$ cat src/rtl/kps_pkg.sv
package kps_pkg;
    typedef enum logic [1:0] {
        KIND_NONE,
        KIND_CHAR,
        KIND_BKSP,
        KIND_ENTER
    } key_kind_t;

    typedef enum logic [1:0] {
        ST_IDLE,
        ST_TAKE,
        ST_BKSP,
        ST_EVAL
    } scan_state_t;
endpackage

$ cat src/rtl/kps_prefix.sv
module kps_prefix #(
    parameter int          BYTE_W   = 8,
    parameter logic [7:0]  BRK_CODE = 8'hF0,
    parameter logic [7:0]  EXT_CODE = 8'hE0
) (
    input  logic              clk,
    input  logic              rst_n,
    input  logic              accept,
    input  logic [BYTE_W-1:0] byte_in,
    output logic              brk_seen,
    output logic              ext_seen,
    output logic              key_strobe
);
    logic is_brk, is_ext;

    always_comb begin
        is_brk     = (byte_in == BYTE_W'(BRK_CODE));
        is_ext     = (byte_in == BYTE_W'(EXT_CODE));
        key_strobe = accept && !is_brk && !is_ext;
    end

    always_ff @(posedge clk) begin
        if (!rst_n) begin
            brk_seen <= 1'b0;
            ext_seen <= 1'b0;
        end else if (accept) begin
            if (is_brk) begin
                brk_seen <= 1'b1;
            end else if (is_ext) begin
                ext_seen <= 1'b1;
            end else begin
                brk_seen <= 1'b0;
                ext_seen <= 1'b0;
            end
        end
    end

    // any key byte consumes both prefix flags
    a_r7_flags_clear: assert property (@(posedge clk) disable iff (!rst_n)
        key_strobe |=> (!brk_seen && !ext_seen));
endmodule

$ cat src/rtl/kps_decode.sv
module kps_decode
    import kps_pkg::*;
#(
    parameter int BYTE_W = 8
) (
    input  logic [BYTE_W-1:0] code,
    input  logic              ext,
    output key_kind_t         kind,
    output logic [BYTE_W-1:0] ascii
);
    always_comb begin
        kind  = KIND_NONE;
        ascii = '0;
        if (ext) begin
            unique case (code)
                BYTE_W'(8'h4A): begin kind = KIND_CHAR; ascii = BYTE_W'(8'h2F); end
                BYTE_W'(8'h5A): kind = KIND_ENTER;
                default: ;
            endcase
        end else begin
            unique case (code)
                BYTE_W'(8'h70): begin kind = KIND_CHAR; ascii = BYTE_W'(8'h30); end
                BYTE_W'(8'h69): begin kind = KIND_CHAR; ascii = BYTE_W'(8'h31); end
                BYTE_W'(8'h72): begin kind = KIND_CHAR; ascii = BYTE_W'(8'h32); end
                BYTE_W'(8'h7A): begin kind = KIND_CHAR; ascii = BYTE_W'(8'h33); end
                BYTE_W'(8'h6B): begin kind = KIND_CHAR; ascii = BYTE_W'(8'h34); end
                BYTE_W'(8'h73): begin kind = KIND_CHAR; ascii = BYTE_W'(8'h35); end
                BYTE_W'(8'h74): begin kind = KIND_CHAR; ascii = BYTE_W'(8'h36); end
                BYTE_W'(8'h6C): begin kind = KIND_CHAR; ascii = BYTE_W'(8'h37); end
                BYTE_W'(8'h75): begin kind = KIND_CHAR; ascii = BYTE_W'(8'h38); end
                BYTE_W'(8'h7D): begin kind = KIND_CHAR; ascii = BYTE_W'(8'h39); end
                BYTE_W'(8'h79): begin kind = KIND_CHAR; ascii = BYTE_W'(8'h2B); end
                BYTE_W'(8'h7B): begin kind = KIND_CHAR; ascii = BYTE_W'(8'h2D); end
                BYTE_W'(8'h7C): begin kind = KIND_CHAR; ascii = BYTE_W'(8'h2A); end
                BYTE_W'(8'h29): begin kind = KIND_CHAR; ascii = BYTE_W'(8'h20); end
                BYTE_W'(8'h66): kind = KIND_BKSP;
                BYTE_W'(8'h5A): kind = KIND_ENTER;
                default: ;
            endcase
        end
    end
endmodule

$ cat src/rtl/kps_scanner.sv
module kps_scanner
    import kps_pkg::*;
#(
    parameter int         BYTE_W   = 8,
    parameter logic [7:0] BRK_CODE = 8'hF0,
    parameter logic [7:0] EXT_CODE = 8'hE0
) (
    input  logic              clk,
    input  logic              rst_n,
    input  logic              rx_strobe,
    input  logic [BYTE_W-1:0] rx_byte,
    input  logic              buf_done,
    input  logic              eval_finished,
    output logic              chr_take,
    output logic [BYTE_W-1:0] chr_out,
    output logic              bksp_req,
    output logic              eval_go
);
    scan_state_t       state, nxt;
    logic              accept, brk_seen, ext_seen, key_strobe, release_key;
    key_kind_t         kind;
    logic [BYTE_W-1:0] ascii, chr_q;

    assign accept      = rx_strobe && (state == ST_IDLE);
    assign release_key = key_strobe && brk_seen;

    kps_prefix #(.BYTE_W(BYTE_W), .BRK_CODE(BRK_CODE), .EXT_CODE(EXT_CODE)) u_prefix (
        .clk        (clk),
        .rst_n      (rst_n),
        .accept     (accept),
        .byte_in    (rx_byte),
        .brk_seen   (brk_seen),
        .ext_seen   (ext_seen),
        .key_strobe (key_strobe)
    );

    kps_decode #(.BYTE_W(BYTE_W)) u_decode (
        .code  (rx_byte),
        .ext   (ext_seen),
        .kind  (kind),
        .ascii (ascii)
    );

    always_comb begin
        nxt = state;
        unique case (state)
            ST_IDLE: begin
                if (release_key) begin
                    unique case (kind)
                        KIND_CHAR:  nxt = ST_TAKE;   // go_take
                        KIND_BKSP:  nxt = ST_BKSP;   // go_bksp
                        KIND_ENTER: nxt = ST_EVAL;   // go_eval
                        default:    nxt = ST_IDLE;   // stay_drop
                    endcase
                end
            end
            ST_TAKE: if (buf_done)      nxt = ST_IDLE;  // take_done
            ST_BKSP: if (buf_done)      nxt = ST_IDLE;  // bksp_done
            ST_EVAL: if (eval_finished) nxt = ST_IDLE;  // eval_done
            default: nxt = ST_IDLE;
        endcase
    end

    always_ff @(posedge clk) begin
        if (!rst_n) begin
            state <= ST_IDLE;
            chr_q <= '0;
        end else begin
            state <= nxt;
            if (release_key && kind == KIND_CHAR) chr_q <= ascii;
        end
    end

    always_comb begin
        chr_take = (state == ST_TAKE);
        bksp_req = (state == ST_BKSP);
        eval_go  = (state == ST_EVAL);
        chr_out  = chr_q;
    end

    // requests are mutually exclusive
    a_r10_one_request: assert property (@(posedge clk) disable iff (!rst_n)
        $onehot0({chr_take, bksp_req, eval_go}));
    // character request and data held until done
    a_r3_take_hold: assert property (@(posedge clk) disable iff (!rst_n)
        (chr_take && !buf_done) |=> (chr_take && $stable(chr_out)));
    // request dropped after done
    a_r3_take_drop: assert property (@(posedge clk) disable iff (!rst_n)
        (chr_take && buf_done) |=> !chr_take);
    // backspace held until done
    a_r4_bksp_hold: assert property (@(posedge clk) disable iff (!rst_n)
        (bksp_req && !buf_done) |=> bksp_req);
    // evaluate held until finished, then dropped
    a_r5_eval_hold: assert property (@(posedge clk) disable iff (!rst_n)
        (eval_go && !eval_finished) |=> eval_go);
    a_r5_eval_drop: assert property (@(posedge clk) disable iff (!rst_n)
        (eval_go && eval_finished) |=> !eval_go);
    // a make code raises nothing
    a_r7_make_silent: assert property (@(posedge clk) disable iff (!rst_n)
        (key_strobe && !brk_seen) |=> !(chr_take || bksp_req || eval_go));
    // a pending request is not displaced by incoming bytes
    a_r9_busy_ignore: assert property (@(posedge clk) disable iff (!rst_n)
        (rx_strobe && chr_take && !buf_done) |=> (chr_take && $stable(chr_out)));
endmodule

$ cat config.mk
export PLATFORM = sky130hd
export DESIGN_NAME = kps_scanner
export DESIGN_NICKNAME = d
export VERILOG_FILES = /design/src/rtl/kps_pkg.sv /design/src/rtl/kps_prefix.sv /design/src/rtl/kps_decode.sv /design/src/rtl/kps_scanner.sv
export SDC_FILE = /design/constraint.sdc
export NUM_CORES = 1
export LEC_CHECK = 0
export CAP_MARGIN = 20
export CORE_MARGIN = 8
export CORE_UTILIZATION = 47
export DETAILED_ROUTE_END_ITERATION = 8
export PLACE_DENSITY = 0.79
export REMOVE_ABC_BUFFERS = 1
export SYNTH_ARGS = -nofsm -noshare
export SYNTH_HDL_FRONTEND = slang
export SYNTH_SLANG_ARGS = --single-unit
$ cat constraint.sdc
create_clock -name clk -period 2.6 [get_ports clk]
set_input_delay 0.65 -clock clk [delete_from_list [all_inputs] [get_ports clk]]
set_output_delay 0.65 -clock clk [all_outputs]
set_load 0.1 [all_outputs]
* Word level (Yosys, flattened, before mapping) *
Index checks and enable logic that the tools add are counted.

word-level totals
  input bits = 13
  output and inout port bits = 11
  register bits = 12
  word-level logic and storage cells = 61

cells by class
  equal/unequal tests = 29
  bitwise logic cells = 1
  muxes and demuxes = 14
  reduce and logical (&&, ||, !) cells = 13

operators by type and width
  cell                  count
  $eq A8 B7 Y1 const B  16
  $pmux W6 S14          1
  $pmux W2 S3           3
  $eq A8 B8 Y1 const B  2
  $reduce_or A14 Y1     1
  $eq A2 B2 Y1 const B  4
  $eq A8 B6 Y1 const B  1
  $mux W2               4
  $mux W8               1
  $mux W6               1
  $logic_and A1 B1 Y1   5
  $eq A2 B1 Y1 const B  2
  $ne A2 B1 Y1 const B  2
  $ne A2 B2 Y1 const B  2
  $pmux W2 S2           1
  $reduce_and A2 Y1     2
  $mux W1               3
  $reduce_and A3 Y1     1
  $logic_not A1 Y1      2
  $logic_not A2 Y1      1
  $reduce_or A2 Y1      1
  $not A1 Y1            1

* Depth between registers and ports, before layout *
Gate-level depths: netlist (run 1).

  depth after elaboration = 8
  gate-level depth with buffers = 8
  depth with buffers taken out = 6

* By module *
From an unflattened synthesis (run 1), not the netlist that was laid out.

unflattened totals
  cells, all modules = 133
  area, all modules = 1016.0 µm²

modules (own cells, without submodules)
  module       sequential area each (µm²)  times used  cells each  area each (µm²)
  kps_scanner  200.2                       1           56          483.0
  kps_decode   0.0                         1           66          427.9
  kps_prefix   40.0                        1           11          105.1

* Least setup slack after synthesis (run 1) *
OpenSTA, ideal clock, no wires.

  kind = input -> register
  start = in rx_byte[2]
  end = reg chr_q[3], in the netlist chr_out[3]
  arrival time = 2.302 ns
  setup time = 0.072 ns
  slack = 0.226 ns
  required time = 2.528 ns
  path buffers = 1
  stages = 7
  cell sequence = or3b_1 -> or4_4 -> o221a_1 -> o21ai_2 -> and3_1 -> buf_6 -> mux2i_1

on the way
  longest elaborated chain between the ends = 6
  elaborated cells on any way between the ends = 33
  those cells by class = eq/ne: 20; mux: 6; reduce/logical: 7

RTL lines
  what                                                                           RTL line                              source
  from (decl)                                                                    kps_scanner.sv:11                     input logic [BYTE_W-1:0] rx_byte,
  $eq A8 B7 Y1 (tied with other cells)                                           kps_decode.sv:21                      unique case (code)
  $reduce_or A14 Y1 (no source line) / $logic_not A1 Y1 (equally long branches)  n/a
  $pmux W2 S3 / $logic_and A1 B1 Y1 (equally long branches)                      kps_decode.sv:21, kps_prefix.sv:19
  $mux W2 / $logic_and A1 B1 Y1 (equally long branches)                          kps_decode.sv:14, kps_prefix.sv:19
  $eq A2 B1 Y1 / $logic_and A1 B1 Y1 (equally long branches)                     kps_scanner.sv:70, kps_scanner.sv:25
  $logic_and A1 B1 Y1                                                            kps_scanner.sv:70                     if (release_key && kind == KIND_CHAR) chr_q <= ascii;
  to (signal assigned)                                                           kps_scanner.sv:70
  to (decl)                                                                      kps_scanner.sv:22                     logic [BYTE_W-1:0] ascii, chr_q;

Several ways; a longest one is shown, not always the timed one.
A chain may end at the register's enable or synchronous reset.

* Worst setup path in the final report (run 1) *
  start = in rx_byte[2]
  end = reg chr_q[4], in the netlist chr_out[4]

Same word-level chain as after synthesis.

==> qor.tcl, run 1 <==
set qor(syn_area_per_cell_um2) 7.11
set qor(hold-path-cell-count) 2
set qor(synth_enable_flop_cells) 0
set qor(finalSetupViolCount) 0
set qor(critical_path.most_common_cell) {sky130_fd_sc_hd__buf_4}
set qor(result_of_the_run) {finished clean}
set qor(most-common-layout-cells) {27 x sky130_fd_sc_hd__buf_4, 15 x sky130_fd_sc_hd__nand2_1, 11 x sky130_fd_sc_hd__o21ai_0, 11 x sky130_fd_sc_hd__clkdlybuf4s50_1, 10 x sky130_fd_sc_hd__dfxtp_1}
set qor(tritoncts) {yes}
set qor(avgViaCountPerCell) 5.63
set qor(drt_iter0_markers) 34
set qor(cts_buffers) 3
set qor(power.ir.vdd_worst_mv) 0.189
set qor(timing.final.crit_share_pct) 97.2
set qor(power.density_cell_area_nw_per_um2) 325
set qor(critical_path.slowest_cell) {sky130_fd_sc_hd__or4_4}
set qor(grt_util_all_layers_pct) 15.3
set qor(post_cts_hold_buffer_count) 0
set qor(clock_sinks) 10
set qor(floorplan.initialDensity_pct) 50.5
set qor(drt-wirelength-per-cell_um) 14.2
set qor(die_w_um) 59.3
set qor(globalRouteMet3Util_pct) 2.39
set qor(worst_path_largest_cell_delay_ns) 0.49
set qor(finalWirelength_um) 2610
set qor(syn_area_um2) 882
set qor(antenna_found_initial) 0
set qor(vias) 1036
set qor(grt_pass1_vias) 975
set qor(worstPathMaxFanout) 3
set qor(crit_chain) {clkdlybuf4s50_1 > or3b_4 > or4_4 > buf_4 > nor2_2 > nor3_2 > buf_4 > nand4b_1 > o21ai_0}
set qor(timing.critical_path.to_type) {register}
set qor(synth-warning-count) 0
set qor(syn-instance-count) 124
set qor(finalSetupTns_ns) 0
set qor(crit_arrival_ns) 2.67
set qor(buffer_ports.inserted) 21
set qor(crit_cells) 9
set qor(max_clock_freq_ghz) 0.396
set qor(critical_path.startpoint_type) {input pin}
set qor(worstSetupPathType) {input pin to register}
set qor(worst_hold_path_type) {register to register}
set qor(die_y_um) 59.3
set qor(yosys_most_used_dff) {sky130_fd_sc_hd__dfxtp_1}
set qor(synth_seq_area_share_pct) 22.7
set qor(insertedDiodeCount) 0
set qor(cts-htree-levels) 1
set qor(first_pass_iters) 4
set qor(ys_ff_latch) 10
set qor(path_buf_inv) 3
set qor(insertion_delay_ns) 0.27
set qor(required_ns) 2.75
set qor(max-cap-violations) 0
set qor(layout.nets) 178
set qor(io-pin-count) 24
set qor(layout.cells.non_filler) 184
set qor(grt_util_met1_pct) 16.4
set qor(finClkSkew_ns) 0.00497
set qor(report.final.hold_viol_count) 0
set qor(ff2ff_path_depth) 6
set qor(slew_violations) 0
set qor(slew-limit-headroom_pct) 65.9
set qor(grt_max_degree) 14
set qor(floorplan.die_area_um2) 3520
set qor(worst_setup_hold_path_clk_slew_ns) 0.07
set qor(worst_pin_slew_ns) 0.512
set qor(drive_above_1_share_pct) 25.2
set qor(ys_async_rst_share_pct) 0
set qor(groute.layer.met2.usage_pct) 26.8
set qor(synthDistinctLibCells) 41
set qor(cts_buffer_depth) 2
set qor(top_usage_layer) {met2}
set qor(detail_route.drc_violations) 0
set qor(global_route.overflow_total) 0
set qor(drtAntennaViolNets) 0
set qor(total_power_w) 0.000406
set qor(dp.cells) 180
set qor(critical_path.top_delay_family) {simple AND/OR/NAND/NOR gates}
set qor(cts_root_buffer_type) {sky130_fd_sc_hd__clkbuf_4}
set qor(grt_pass1_wl_um) 4210
set qor(num_rows) 15
set qor(core_region_area_um2) 1750
set qor(area_delta_synth_final_pct) 41.7
set qor(p_leak_nw) 0.526
set qor(place_congestion) 0.863
set qor(post_route_minimum_period_ns) 2.53
set qor(post-dp-hpwl_um) 1930
set qor(final_common_cell) {sky130_fd_sc_hd__buf_4}
[logic make-up (layout without fill, tap and decap cells)]
family	Yosys count	in the layout	share of synthesized area (%)
compound gates	38	38	27.4
fa+ha+maj	5	5	7.09
buf+inv	18	52	9.36
flops	10	10	22.7
mux	1	1	1.13
other cells	1	2	0.425
simple gates	51	51	31.9
[routing by layer]
| layer | routed length (µm) | vias to the layer above |
|---|---|---|
| met5 | 0 | - |
| met4 | 80 | 0 |
| met3 | 148 | 9 |
| met2 | 1370 | 40 |
| met1 | 1010 | 474 |
| li1 | - | 513 |
[final cells by class]
type / count / area (µm²)
Multi-Input combinational cell: 97 / 623
Timing Repair Buffer: 39 / 325
Inverter: 9 / 33.8
Fill cell: 148 / 495
Clock buffer: 4 / 36.3
Sequential cell: 10 / 200
Tap cell: 25 / 31.3
[path summary, 6_finish.rpt]
kind	end	slack (ns)	startpoint
hold reg to reg	chr_out[3]$_SDFFE_PN0P_	0.47	chr_out[3]$_SDFFE_PN0P_
hold / removal	chr_out[3]$_SDFFE_PN0P_	0.47	chr_out[3]$_SDFFE_PN0P_
setup / recovery	chr_out[4]$_SDFFE_PN0P_	0.07	rx_byte[2]
setup reg to reg	chr_out[4]$_SDFFE_PN0P_	0.79	u_prefix.ext_seen$_SDFFE_PN0P_
[repair_timing]
action                     4_1_cts  5_1_grt
gates resized for setup          1        6
pin swaps                        0        2
buffers inserted                 0        0
setup endpoints to repair        2        6
[synth_stat cells (all sizes together) (2+ instances only)]
library cell  number  area [µm²]
nand2             15        56.3
o21ai             12        63.8
dfxtp             10         200
a21oi              9        45.0
inv                9        33.8
nor2               8        30.0
clkbuf             6        22.5
ha                 5        62.6
nor3b              4        30.0
o22ai              4        25.0
buf                3        26.3
nand3              3        15.0
a31oi              2        12.5
and3               2        12.5
nand2b             2        12.5
nand3b             2        15.0
nand4              2        12.5
nand4b             2        17.5
nor2b              2        12.5
nor3               2        10.0
o2111ai            2        17.5
or4                2        18.8
[sequential cells by signal, indices dropped and copies added (netlist names)]
signal and flops:
chr_out 6, state 2, u_prefix.brk_seen 1, u_prefix.ext_seen 1
[worst min-delay path, stage by stage, from the launching register on]
cell	delay, ns
sky130_fd_sc_hd__dfxtp_1	0.32
sky130_fd_sc_hd__nand2_1	0.05
sky130_fd_sc_hd__mux2i_1	0.05
[metrics by stage]
step | area [µm²] | hold WS, ns | setup WS (ns) | util [%]
after CTS | 1230 | 0.471 | 0.0386 | 70.4
after floorplan | 837 | 0.437 | 0.225 | -
after global routing | 1250 | 0.483 | -0.0101 | 71.6
final | 1250 | 0.468 | 0.0737 | 71.6
after global placement | 1190 | 0.447 | -0.249 | 68.2
after detailed placement | 1190 | 0.452 | -0.298 | 68.2
[power breakdown]
part | total, W | switching, W | leakage [nW] | internal, W
combinational | 0.000107 | 0.0000591 | 0.424 | 0.0000479
sequential | 0.000156 | 0.00000170 | 0.0807 | 0.000154
clock | 0.000143 | 0.0000578 | 0.0210 | 0.0000851
Power figures use the tool's default switching activity.
==> run 2, diff against run 1 <==
REMOVE_ABC_BUFFERS = not set   (was 1)
==> qor.tcl, run 2 (synthesis results as in run 1) <==
set qor(timing.hold.ws_ns) 0.469 ;# was 0.468 ns
set qor(antenna_found_initial) 0 ;# unchanged
set qor(slew_violations) 0 ;# unchanged
set qor(n_fill_cell) 154 ;# was 148
set qor(finalSetupTns_ns) 0 ;# unchanged
set qor(tritoncts) {yes} ;# unchanged
set qor(post_cts_hold_buffer_count) 0 ;# unchanged
set qor(finClkSkew_ns) 0.000833 ;# was 0.00497 ns
set qor(worst_hold_path_type) {register to register} ;# unchanged
set qor(ff_latch_area_um2) 200 ;# unchanged
set qor(post-dp-hpwl_um) 1980 ;# was 1930 µm
set qor(rsz0062_at_grt) {no}
set qor(timing.critical_path.to_type) {register} ;# unchanged
set qor(grt_pass1_wl_um) 3980 ;# was 4210 µm
set qor(p_leak_nw) 0.511 ;# was 0.526 nW
set qor(post_route_minimum_period_ns) 2.55 ;# was 2.53 ns
set qor(worstPathMaxFanout) 3 ;# unchanged
set qor(cts-htree-levels) 1 ;# unchanged
set qor(buffer_ports.inserted) 21 ;# unchanged
set qor(combPwrFrac_pct) 25.5 ;# was 26.4%
set qor(timing.final.crit_share_pct) 98.1 ;# was 97.2%
set qor(first_pass_iters) 5 ;# was 4
set qor(floorplan.die_area_um2) 3520 ;# unchanged
set qor(detail_route.drc_violations) 0 ;# unchanged
set qor(path_buf_inv) 2 ;# was 3
set qor(post_dp_cell_area_um2) 1180 ;# was 1190 µm²
set qor(worst_setup_hold_path_clk_slew_ns) 0.07 ;# about the same
set qor(netSwitchingFraction_pct) 29.6 ;# was 29.2%
set qor(critical_path.slowest_cell) {sky130_fd_sc_hd__clkdlybuf4s50_1} ;# was sky130_fd_sc_hd__or4_4
set qor(worstSetupPathType) {input pin to register} ;# unchanged
set qor(result_of_the_run) {finished clean} ;# unchanged
set qor(final_design_area_no_fill_um2) 1220 ;# was 1250 µm²
set qor(cts_buffer_depth) 2 ;# unchanged
set qor(area_delta_synth_final_pct) 38.9 ;# was 41.7%
set qor(final_common_cell) {sky130_fd_sc_hd__buf_4} ;# unchanged
set qor(insertedDiodeCount) 0 ;# unchanged
set qor(insertion_delay_ns) 0.27 ;# about the same
set qor(max_ffs_per_register) 6 ;# unchanged
set qor(vias) 1012 ;# was 1036
set qor(final.setup.worst_slack_ns) 0.0503 ;# was 0.0737 ns
set qor(floorplan.initialDensity_pct) 50.5 ;# unchanged
set qor(die_y_um) 59.3 ;# unchanged
set qor(max-cap-violations) 0 ;# unchanged
set qor(grt_util_all_layers_pct) 14.7 ;# was 15.3%
set qor(place_congestion) 0.921 ;# was 0.863
set qor(critical_path.startpoint_type) {input pin} ;# unchanged
set qor(pwr-share-clk_pct) 36.0 ;# was 35.2%
set qor(drt_iter0_markers) 25 ;# was 34
set qor(grt_max_degree) 14 ;# unchanged
set qor(global_route.overflow_total) 0 ;# unchanged
set qor(internal_power_w) 0.000285 ;# was 0.000287 W
set qor(worst_path_largest_cell_delay_ns) 0.47 ;# was 0.49 ns
set qor(avgViaCountPerCell) 5.56 ;# was 5.63
set qor(layout.nets) 176 ;# was 178
set qor(report.final.hold_viol_count) 0 ;# unchanged
set qor(drive_above_1_share_pct) 22.9 ;# was 25.2%
set qor(crit_arrival_ns) 2.74 ;# was 2.67 ns
set qor(cts_root_buffer_type) {sky130_fd_sc_hd__clkbuf_4} ;# unchanged
set qor(drtAntennaViolNets) 0 ;# unchanged
set qor(most-common-layout-cells) {25 x sky130_fd_sc_hd__buf_4, 15 x sky130_fd_sc_hd__nand2_1, 11 x sky130_fd_sc_hd__o21ai_0, 11 x sky130_fd_sc_hd__clkdlybuf4s50_1, 10 x sky130_fd_sc_hd__dfxtp_1} ;# was 27 x sky130_fd_sc_hd__buf_4, 15 x sky130_fd_sc_hd__nand2_1, 11 x sky130_fd_sc_hd__o21ai_0, 11 x sky130_fd_sc_hd__clkdlybuf4s50_1, 10 x sky130_fd_sc_hd__dfxtp_1
set qor(max_clock_freq_ghz) 0.392 ;# was 0.396 GHz
set qor(power.ir.vdd_worst_mv) 0.238 ;# was 0.189 mV
set qor(die_w_um) 59.3 ;# unchanged
set qor(dp.cells) 178 ;# was 180
set qor(core_region_area_um2) 1750 ;# unchanged
set qor(pwr-share-seq_pct) 38.5 ;# was 38.4%
set qor(finalSetupViolCount) 0 ;# unchanged
set qor(power_switching_w) 0.000120 ;# was 0.000119 W
set qor(required_ns) 2.79 ;# was 2.75 ns
set qor(crit_chain) {clkdlybuf4s50_1 > or3b_4 > or4_4 > o221a_1 > o21ai_2 > buf_4 > nand4_1 > o22ai_1} ;# was clkdlybuf4s50_1 > or3b_4 > or4_4 > buf_4 > nor2_2 > nor3_2 > buf_4 > nand4b_1 > o21ai_0
set qor(grt_pass1_vias) 944 ;# was 975
set qor(clock_sinks) 10 ;# unchanged
set qor(power.density_cell_area_nw_per_um2) 331 ;# was 325 nW/µm²
set qor(io-pin-count) 24 ;# unchanged
set qor(cts_buffers) 3 ;# unchanged
set qor(multi_input_area_um2) 613 ;# was 623 µm²
set qor(num_rows) 15 ;# unchanged
set qor(layout.cells.non_filler) 182 ;# was 184
set qor(finalWirelength_um) 2500 ;# was 2610 µm
set qor(place_worst_setup_slack_ns) -0.311 ;# was -0.298 ns
set qor(critical_path.top_delay_family) {simple AND/OR/NAND/NOR gates} ;# unchanged
set qor(drt-wirelength-per-cell_um) 13.8 ;# was 14.2 µm
run 2: changes by cell type in the layout (fill, tap and decap cells not counted), sizes merged:
| cell | change |
|---|---|
| buf | -2 |
run 2: routing by layer:
metal / vias up / global-route usage (%) / routed length (µm)
met4: 0 / 10.2 / 85
met2: 30 / 27.1 / 1280
li1: 513 / - / -
met1: 462 / 14.7 / 1010
met3: 7 / 1.95 / 128
met5: - / 0 / 0
run 2: layout make-up:
type	count	share of cell area, %
Clock buffer	4	2.96
Timing Repair Buffer	37	25.3
Inverter	9	2.76
Sequential cell	10	16.3
Multi-Input combinational cell	97	50.1
Tap cell	25	2.55
run 2: timing repair:
item,CTS,global route
resized for setup,2,3
pin swaps,0,3
setup endpoints to repair,2,6
buffers inserted,0,0
run 2: power groups by stage:
stage | combinational (W) | sequential, W | clock (W)
after floorplan | 0.0000604 | 0.000159 | 0
after global placement | 0.0000986 | 0.000159 | 0
after detailed placement | 0.000101 | 0.000160 | 0
after CTS | 0.000102 | 0.000156 | 0.000149
after global routing | 0.000111 | 0.000156 | 0.000156
final | 0.000103 | 0.000156 | 0.000146
run 2: per-stage QoR:
stage	total power, W	utilization [%]
finish	0.000405	70.2
global route	0.000423	70.2
global placement	0.000258	67.4
CTS	0.000406	69.7
floorplan	0.000219	-
detailed placement	0.000261	67.4
run 2: worst paths after layout:
check                                                     from  cells after the start                       to  slack (ns)
worst max register to register  u_prefix.ext_seen$_SDFFE_PN0P_                      5  chr_out[0]$_SDFFE_PN0P_        0.76
worst min register to register         chr_out[3]$_SDFFE_PN0P_                      2  chr_out[3]$_SDFFE_PN0P_        0.47
worst max-delay path                                rx_byte[1]                      8  chr_out[0]$_SDFFE_PN0P_        0.05
worst min-delay path                   chr_out[3]$_SDFFE_PN0P_                      2  chr_out[3]$_SDFFE_PN0P_        0.47
run 2: worst register-to-register path: stages, from the launching register on:
cell and delay, ns:
sky130_fd_sc_hd__dfxtp_1 0.40, sky130_fd_sc_hd__or4_1 0.55, sky130_fd_sc_hd__nor3_1 0.27, sky130_fd_sc_hd__nor3_1 0.15, sky130_fd_sc_hd__and3_4 0.20, sky130_fd_sc_hd__o22ai_1 0.19
==> run 3, diff against run 2 <==
CORE_UTILIZATION = 48   (was 47)
DONT_BUFFER_PORTS = 1   (was not set)
PLACE_DENSITY = 0.64   (was 0.79)
==> qor.tcl, run 3 (synthesis results as in run 1) <==
set qor(result_of_the_run) {finished clean} ;# unchanged
set qor(power.ir.vdd_worst_mv) 0.237 ;# was 0.238 mV
set qor(cts_buffers) 3 ;# unchanged
set qor(regToRegSetupSlack_ns) 0.71 ;# was 0.76 ns
set qor(core_region_area_um2) 1730 ;# was 1750 µm²
set qor(cts_root_buffer_type) {sky130_fd_sc_hd__clkbuf_4} ;# unchanged
set qor(floorplan.initialDensity_pct) 51.1 ;# was 50.5%
set qor(critical_path.startpoint_type) {input pin} ;# unchanged
set qor(internal_power_w) 0.000228 ;# was 0.000285 W
set qor(worst_pin_slew_ns) 0.524
set qor(ff_latch_area_um2) 200 ;# unchanged
set qor(drt-wirelength-per-cell_um) 13.4 ;# was 13.8 µm
set qor(n_fill_cell) 176 ;# was 154
set qor(rsz0062_at_grt) {no} ;# unchanged
set qor(timing.final.crit_share_pct) 85.2 ;# was 98.1%
set qor(multi_input_area_um2) 603 ;# was 613 µm²
set qor(max-cap-violations) 0 ;# unchanged
set qor(drt_iter0_markers) 16 ;# was 25
set qor(power.density_cell_area_nw_per_um2) 330 ;# was 331 nW/µm²
set qor(grt_max_degree) 16 ;# was 14
set qor(avgViaCountPerCell) 5.73 ;# was 5.56
set qor(holdCritStartpoint) {chr_out[3]$_SDFFE_PN0P_} ;# unchanged
set qor(finalSetupTns_ns) 0 ;# unchanged
set qor(cts-htree-levels) 1 ;# unchanged
set qor(detail_route.drc_violations) 0 ;# unchanged
set qor(tritoncts) {yes} ;# unchanged
set qor(final_core_util_pct) 55.9 ;# was 70.2%
set qor(report.final.hold_viol_count) 0 ;# unchanged
set qor(drtAntennaViolNets) 0 ;# unchanged
set qor(cts_repair_resize_count) 0 ;# was 2
set qor(crit_arrival_ns) 2.41 ;# was 2.74 ns
set qor(max_clock_freq_ghz) 0.451 ;# was 0.392 GHz
set qor(io-pin-count) 24 ;# unchanged
set qor(worstSetupPathType) {input pin to register} ;# unchanged
set qor(finClkSkew_ns) 0.00474 ;# was 0.000833 ns
set qor(finalSetupViolCount) 0 ;# unchanged
set qor(first_pass_iters) 4 ;# was 5
set qor(buffer_ports.inserted) 0 ;# was 21
set qor(post-cts-setup-buffer-count) 0 ;# unchanged
set qor(worstPathMaxFanout) 13 ;# was 3
set qor(post-dp-hpwl_um) 1680 ;# was 1980 µm
set qor(floorplan.die_area_um2) 3470 ;# was 3520 µm²
set qor(p_leak_nw) 0.376 ;# was 0.511 nW
set qor(drive_above_1_share_pct) 13.2 ;# was 22.9%
set qor(most-common-layout-cells) {15 x sky130_fd_sc_hd__nand2_1, 11 x sky130_fd_sc_hd__o21ai_0, 10 x sky130_fd_sc_hd__dfxtp_1, 10 x sky130_fd_sc_hd__buf_4} ;# was 25 x sky130_fd_sc_hd__buf_4, 15 x sky130_fd_sc_hd__nand2_1, 11 x sky130_fd_sc_hd__o21ai_0, 11 x sky130_fd_sc_hd__clkdlybuf4s50_1, 10 x sky130_fd_sc_hd__dfxtp_1
set qor(worst_hold_path_type) {register to register} ;# unchanged
set qor(power_switching_w) 0.0000906 ;# was 0.000120 W
set qor(layout.nets) 149 ;# was 176
set qor(worst_setup_hold_path_clk_slew_ns) 0.06 ;# was 0.07 ns
set qor(timing.critical_path.to_type) {register} ;# unchanged
set qor(required_ns) 2.79 ;# about the same
set qor(global_route.overflow_total) 0 ;# unchanged
set qor(insertion_delay_ns) 0.27 ;# about the same
set qor(post_cts_hold_buffer_count) 0 ;# unchanged
set qor(grt_pass1_wl_um) 3420 ;# was 3980 µm
set qor(netSwitchingFraction_pct) 28.4 ;# was 29.6%
set qor(cp-startpoint) {rx_byte[2]} ;# was rx_byte[1]
set qor(combPwrFrac_pct) 17.9 ;# was 25.5%
set qor(insertedDiodeCount) 0 ;# unchanged
set qor(pwr-share-clk_pct) 33.1 ;# was 36.0%
set qor(die_w_um) 58.9 ;# was 59.3 µm
set qor(grt_pass1_vias) 823 ;# was 944
set qor(cts_buffer_depth) 2 ;# unchanged
set qor(slew_violations) 0 ;# unchanged
set qor(vias) 883 ;# was 1012
set qor(num_rows) 15 ;# unchanged
set qor(r2r-start) {state[0]$_SDFFE_PN0P_} ;# was u_prefix.ext_seen$_SDFFE_PN0P_
set qor(die_y_um) 58.9 ;# was 59.3 µm
set qor(pwr-share-seq_pct) 48.9 ;# was 38.5%
set qor(max_ffs_per_register) 6 ;# unchanged
set qor(slew-limit-headroom_pct) 65.0
set qor(post_route_minimum_period_ns) 2.22 ;# was 2.55 ns
set qor(antenna_found_initial) 0 ;# unchanged
set qor(finalWirelength_um) 2060 ;# was 2500 µm
set qor(area_delta_synth_final_pct) 9.50 ;# was 38.9%
set qor(final_common_cell) {sky130_fd_sc_hd__nand2_1} ;# was sky130_fd_sc_hd__buf_4
set qor(place_congestion) 0.863 ;# was 0.921
set qor(clock_sinks) 10 ;# unchanged
set qor(grt_util_all_layers_pct) 12.0 ;# was 14.7%
[run 3: layer usage]
layer,share of wire [%],vias up,GRT usage (%)
met1,44,396,14.4
met5,0,-,0
li1,-,453,-
met3,11,3,4.35
met4,1.0,0,3.07
met2,44,31,19.6
[run 3: worst max-delay path, cell delays in order]
cell                      delay [ns]
sky130_fd_sc_hd__or3b_1         0.38
sky130_fd_sc_hd__or4_4          0.51
sky130_fd_sc_hd__o221a_1        0.28
sky130_fd_sc_hd__o21ai_2        0.07
sky130_fd_sc_hd__and3_1         0.30
sky130_fd_sc_hd__mux2i_1        0.21
[run 3: final timing paths]
check        cells after the start                      end
max                              6  chr_out[3]$_SDFFE_PN0P_
min                              2  chr_out[3]$_SDFFE_PN0P_
max reg2reg                      6  chr_out[3]$_SDFFE_PN0P_
min reg2reg                      2  chr_out[3]$_SDFFE_PN0P_
[run 3: metrics by stage]
| step | hold WS (ns) | setup slack, ns | cells | cell area (µm²) | power (W) |
|---|---|---|---|---|---|
| floorplan | 0.437 | 0.226 | 125 | 886 | 0.000219 |
| finish | 0.466 | 0.384 | 154 | 966 | 0.000319 |
| global placement | 0.450 | 0.156 | 151 | 943 | 0.000216 |
| CTS | 0.470 | 0.379 | 154 | 966 | 0.000318 |
| detailed placement | 0.462 | 0.107 | 151 | 943 | 0.000216 |
| global route | 0.494 | 0.312 | 154 | 966 | 0.000330 |
[run 3: layout make-up]
class,count,share of cell area (%)
multi-input cells,97,62.4
flip-flops and latches,10,20.7
repair buffers,10,7.77
inverters,9,3.50
well taps,25,3.24
clock buffers,3,2.33
[run 3: power groups by stage]
| stage | combinational, W | clock [W] | sequential, W |
|---|---|---|---|
| after floorplan | 0.0000604 | 0 | 0.000159 |
| after global placement | 0.0000563 | 0 | 0.000159 |
| after detailed placement | 0.0000567 | 0 | 0.000159 |
| after CTS | 0.0000568 | 0.000106 | 0.000156 |
| after global routing | 0.0000621 | 0.000112 | 0.000156 |
| final | 0.0000572 | 0.000106 | 0.000156 |
